**config.mk**
```make
export PLATFORM = sky130hd
export DESIGN_NAME = acc_verdict
export DESIGN_NICKNAME = d
export VERILOG_FILES = /design/src/rtl/acc_pkg.sv /design/src/rtl/acc_verdict.sv
export SDC_FILE = /design/constraint.sdc
export NUM_CORES = 1
export LEC_CHECK = 0
export ABC_AREA = 1
export BUFFER_PORTS_ARGS = -buffer_cell sky130_fd_sc_hd__buf_2
export CAP_MARGIN = 5
export CORE_AREA = 2 2 39 41
export DETAILED_ROUTE_END_ITERATION = 8
export DIE_AREA = 0 0 41 43
export PLACE_DENSITY_LB_ADDON = 0.25
export SYNTH_ARGS = -nofsm -noshare
export SYNTH_HDL_FRONTEND = slang
export SYNTH_SLANG_ARGS = --single-unit
```
**constraint.sdc**
```tcl
create_clock -name vclk -period 0.8
set_input_delay 0.16 -clock vclk [all_inputs]
set_output_delay 0.16 -clock vclk [all_outputs]
set_load 0.1 [all_outputs]
```
**src/rtl/acc_pkg.sv**
```systemverilog
package acc_pkg;

    localparam int PERM_W  = 2;
    localparam int FAULT_W = 3;

    typedef enum logic [PERM_W-1:0] {
        PERM_NONE = 2'b00,
        PERM_PRIV = 2'b01,
        PERM_RSVD = 2'b10,
        PERM_ALL  = 2'b11
    } perm_e;

    typedef enum logic [FAULT_W-1:0] {
        FLT_NONE  = 3'd0,
        FLT_READ  = 3'd1,
        FLT_WRITE = 3'd2,
        FLT_EXEC  = 3'd3,
        FLT_SEC   = 3'd4
    } fault_e;

    typedef struct packed {
        logic   grant;
        logic   dabort;
        logic   pabort;
        fault_e fault;
    } verdict_t;

    localparam verdict_t VERDICT_IDLE = '{grant: 1'b0, dabort: 1'b0,
                                          pabort: 1'b0, fault: FLT_NONE};

    function automatic logic perm_allows(input logic [PERM_W-1:0] code,
                                         input logic is_priv);
        logic ok;
        case (perm_e'(code))
            PERM_ALL:  ok = 1'b1;
            PERM_PRIV: ok = is_priv;
            default:   ok = 1'b0;
        endcase
        return ok;
    endfunction

endpackage

```
**src/rtl/acc_verdict.sv**
```systemverilog
module acc_verdict
    import acc_pkg::*;
#(
    parameter bit SEC_EXT = 1'b1
) (
    input  logic     is_fetch,
    input  logic     is_write,
    input  logic     rd_ok,
    input  logic     wr_ok,
    input  logic     ex_ok,
    input  logic     rd_fetch_ok,
    input  logic     region_secure,
    input  logic     req_nonsecure,
    output verdict_t verdict
);
    logic sec_block;

    if (SEC_EXT) begin : g_sec
        assign sec_block = region_secure & req_nonsecure;
    end else begin : g_nosec
        logic unused_sec;
        assign unused_sec = region_secure ^ req_nonsecure;
        assign sec_block  = 1'b0;
    end

    logic data_ok;
    logic fetch_ok;

    always_comb begin
        data_ok  = is_write ? wr_ok : rd_ok;
        fetch_ok = ex_ok & rd_fetch_ok;
        verdict  = VERDICT_IDLE;
        if (sec_block) begin
            verdict.fault = FLT_SEC;
            if (is_fetch) verdict.pabort = 1'b1;
            else          verdict.dabort = 1'b1;
        end else if (is_fetch) begin
            if (fetch_ok) begin
                verdict.grant = 1'b1;
            end else begin
                verdict.pabort = 1'b1;
                verdict.fault  = FLT_EXEC;
            end
        end else begin
            if (data_ok) begin
                verdict.grant = 1'b1;
            end else begin
                verdict.dabort = 1'b1;
                verdict.fault  = is_write ? FLT_WRITE : FLT_READ;
            end
        end
    end
endmodule

```
# ---- Word-level counts from Yosys, hierarchy flattened
# Cells that the tools add are included.
dict set report word_totals {
  register_bits 0
  inputBits 8
  output_inout_bits 6
  wordCells 17
}
dict set report classes {
  muxes 15
  bitwise_logic 2
}
# op count
set ops {}
lappend ops {{2-to-1 mux 1 bit} 10}
lappend ops {{2-to-1 mux 5 bit} 1}
lappend ops {{2-to-1 mux 2 bit} 2}
lappend ops {{2-to-1 mux 4 bit} 1}
lappend ops {{2-to-1 mux 3 bit} 1}
lappend ops {{AND 1 bit} 2}

# ---- Depth between registers and ports, before layout
dict set report depth {
  word_depth 4
  mapped_depth 4
  ltp_nobuf 4
}

# ---- Least setup slack after synthesis
# Ideal clock, no wire load.
dict set report synth_timing {
  kind {input port to output port}
  startpoint {in rd_fetch_ok}
  endpoint {out verdict[3] in the netlist's numbering}
  arrival_ps 1821
  required_ps 640
  slack_ps -1181
  cell_stages 1
  path_buffers 0
  cell_sequence {a31oi_1}
}
dict set report synth_between {
  elab_chain_cells 4
}
# element line
set synth_lines {}
lappend synth_lines {{start, declared} acc_verdict.sv:11} ;# input logic rd_fetch_ok,
lappend synth_lines {{AND 1 bit} acc_verdict.sv:31} ;# fetch_ok = ex_ok & rd_fetch_ok;
lappend synth_lines {{2-to-1 mux 4 bit} acc_verdict.sv:38} ;# if (fetch_ok) begin
lappend synth_lines {{2-to-1 mux 1 bit} acc_verdict.sv:37} ;# end else if (is_fetch) begin
lappend synth_lines {{2-to-1 mux 5 bit} acc_verdict.sv:33} ;# if (sec_block) begin
lappend synth_lines {{end, declared} acc_verdict.sv:14} ;# output verdict_t verdict
# Every way passes these cells.

==> results.txt <==
----------------------------------------------------
[Status]
  Status ... finished with violations
  Violations in the final reports ... setup timing

[Power]
  Static Leakage ... 0.222 nW
  Worst vdd ir ... 0.367 mV
  Total Power Consumption ... 0.508 mW
  Power density over cell area ... 940 nW/um2

[Timing]
  Final Hold Vio Count ... 0
  Unrepaired setup endpoints after global routing ... yes
  Final critical-path setup slack ... -0.165 ns
  Time the final worst path needs with I/O delays and setup ... 0.965 ns
  Highest attainable clock frequency ... 1.04 GHz
  Total of endpoints with negative setup slack in the final report ... 5
  Headroom to the max-slew limit ... 88.9%
  Max-slew violation count ... 0
  Final worst path period share ... 121%
  Transition time at the pin with the least slew margin ... 0.167 ns

[Finish]
  Share of cells above drive strength 1 ... 91.9%
  Clk_buf instances ... 0
  Final core utilization ... 39.1%
  Leading cell type in the layout, fill and taps excluded ... buf_12
  Post-synthesis to final-layout area growth ... 427%
  Final-stage net count ... 47
  Fill cells ... 125
  Most used cells in the layout excluding fill and tap cells ... buf_12, nand2_4, buf_8, buf_6, a21oi_4
  Antenna cells ... 0
  Count of sequential standard cells ... 0
  Final instance count without filler cells ... 53
  Area of all sequential standard cells ... 0 um2

[Placed design]
  Cell total after placement ... 53
  Estimated wirelength of the detail-placed design ... 419 um
  RePlAce Congestion ... 0.636
  Port-buffer cells ... 14

[Floorplan]
  Die height ... 43 um
  Width of the die ... 41 um
  Top-level port count ... 14
  Floorplan row count ... 14
  Core Region ... 1380 um2
  Die area ... 1760 um2
  Starting Density ... 7.41%

[Worst setup path]
  Worst Path Max Fanout ... 2
  Data arrival time of the critical path ... 0.80 ns
  Ordered list of cells on the worst path ... buf_8 > inv_8 > nand2_4 > buf_6 > a21oi_4 > buf_12
  Worst Setup End Kind ... output port
  CP startpoint kind ... input port
  Crit path from ... rd_ok
  Endpoint required time on the critical path ... 0.64 ns
  Critical-path cell with the highest stage delay ... buf_12
  Worst setup path category ... input port to output port
  Capturing element of the worst setup path ... verdict[0]
  Highest cell delay on the worst timing path ... 0.19 ns

[Yosys]
  Share of synthesized area spent on multiplexers ... 0%
  Number of warnings printed during yosys synthesis ... 0
  Largest area contributor in the synthesized netlist ... a21oi_1
  Area share of the largest cell type after synthesis ... 14.6%
  Parity-gate share of the synthesized area counting xor and xnor cells ... 0%
  Net count after synthesis ... 28
  Synthesized netlist cell count ... 20
  Post-synthesis area per instance ... 5.13 um2
  Syn Std Cell Area ... 103 um2
  Complex-gate fraction of the synthesized area ... 25.6%
  Simple-gate area share of the yosys netlist ... 48.8%
  Register area share after synthesis ... 0%
  Combinational family with the most area after synthesis ... simple AND/OR/NAND/NOR gates
  Top cells by area in the synthesized netlist ... a21oi_1, inv_1, nand2_1
  Adder and majority gate portion of the synthesized area ... 0%
  Post-synthesis cell type count ... 11

[Global routing]
  Global-route wire length before repair ... 828 um
  Most heavily used metal layer in global routing ... met2
  Met3 layer usage reported by global route ... 1.05%
  Maximum number of pins on one net before global-route repair ... 7
  Gr ovfl total ... 0
  Met2 GRT Util ... 11.3%
  Initial antenna violation count ... 0
  Total Routing Usage GR ... 6.59%
  Number of global-route vias before repair ... 188
  Met1 GRT Util ... 8.86%

[Drt]
  Via count normalized by instance count ... 3.66
  Number of iterations in the first detailed-routing pass ... 2
  Antenna Violating Nets Remaining ... 0
  Initial detailed-routing violation count ... 1
  Number of vias in the routed layout ... 194
  Total Wirelength ... 451 um
  Number of remaining DRC errors ... 0
  Average wire length per cell after detail routing ... 8.51 um

[CTS]
  Number of buffers inserted by hold repair at cts ... 0

[Job]
  Max Cap Violations ... 0

[Hold path]
  Worst hold path type ... input port to output port

----------------------------------------------------
-- per-layer routing --
metal	wire, um	part of all wire [%]
met1	178	39
met2	223	49
met3	48	11
met4	0	0
met5	0	0
-- metrics by stage --
step	instance area, um2	hold WS (ns)	setup slack, ns	TNS [ns]
3_5_place_dp	445	0.712	-0.276	-1.09
5_1_grt	541	0.682	-0.196	-0.731
6_report	541	0.669	-0.165	-0.588
2_1_floorplan	230	0.414	-0.203	-0.784
3_3_place_gp	445	0.702	-0.272	-1.05
4_1_cts	528	0.673	-0.204	-0.656
-- cell usage after synthesis --
cell type	n
o21ai_0	1
nand2_2	1
inv_1	4
nand3_1	1
a31oi_1	1
inv_2	1
buf_4	1
nand2_4	1
a21oi_1	3
nand2_1	4
nand4_1	2
-- power by group --
group	internal (mW)	total (mW)	switching [mW]
clock	0	0	0
sequential	0	0	0
combinational	0.212	0.508	0.296
-- area by class of cell --
class | instances | area (um2) | area share, %
Inverter | 5 | 38.8 | 7.18
Multi-Input combinational cell | 14 | 201 | 37.3
Tap cell | 16 | 20.0 | 3.70
Timing Repair Buffer | 18 | 280 | 51.9
-- critical path: cells and delay by family --
family	cells	cell delay (ns)
and+or+nand+nor	1	0.05
AOI/OAI and AO/OA	1	0.14
buffers and inverters	4	0.45
-- worst min-delay path by stage --
stage          cells after the start         end   startpoint  slack (ns)
2_1_floorplan                      1  verdict[4]     is_fetch        0.41
3_3_place_gp                       3  verdict[3]  rd_fetch_ok        0.70
3_5_place_dp                       3  verdict[3]  rd_fetch_ok        0.71
4_1_cts                            3  verdict[3]  rd_fetch_ok        0.67
5_1_grt                            3  verdict[3]  rd_fetch_ok        0.68
6_report                           3  verdict[3]  rd_fetch_ok        0.67
-- logic make-up after synthesis --
logic type,after synthesis
compound gates,5
buf+inv,6
simple gates,9
-- repair_timing --
action / in CTS / in global routing
buffers inserted: 0 / 0
hold endpoints to repair: 0 / 0
endpoints found under the setup margin: 6 / 5
resized for setup: 24 / 4
pin swaps: 9 / 4
Power figures use the tool's default switching activity.
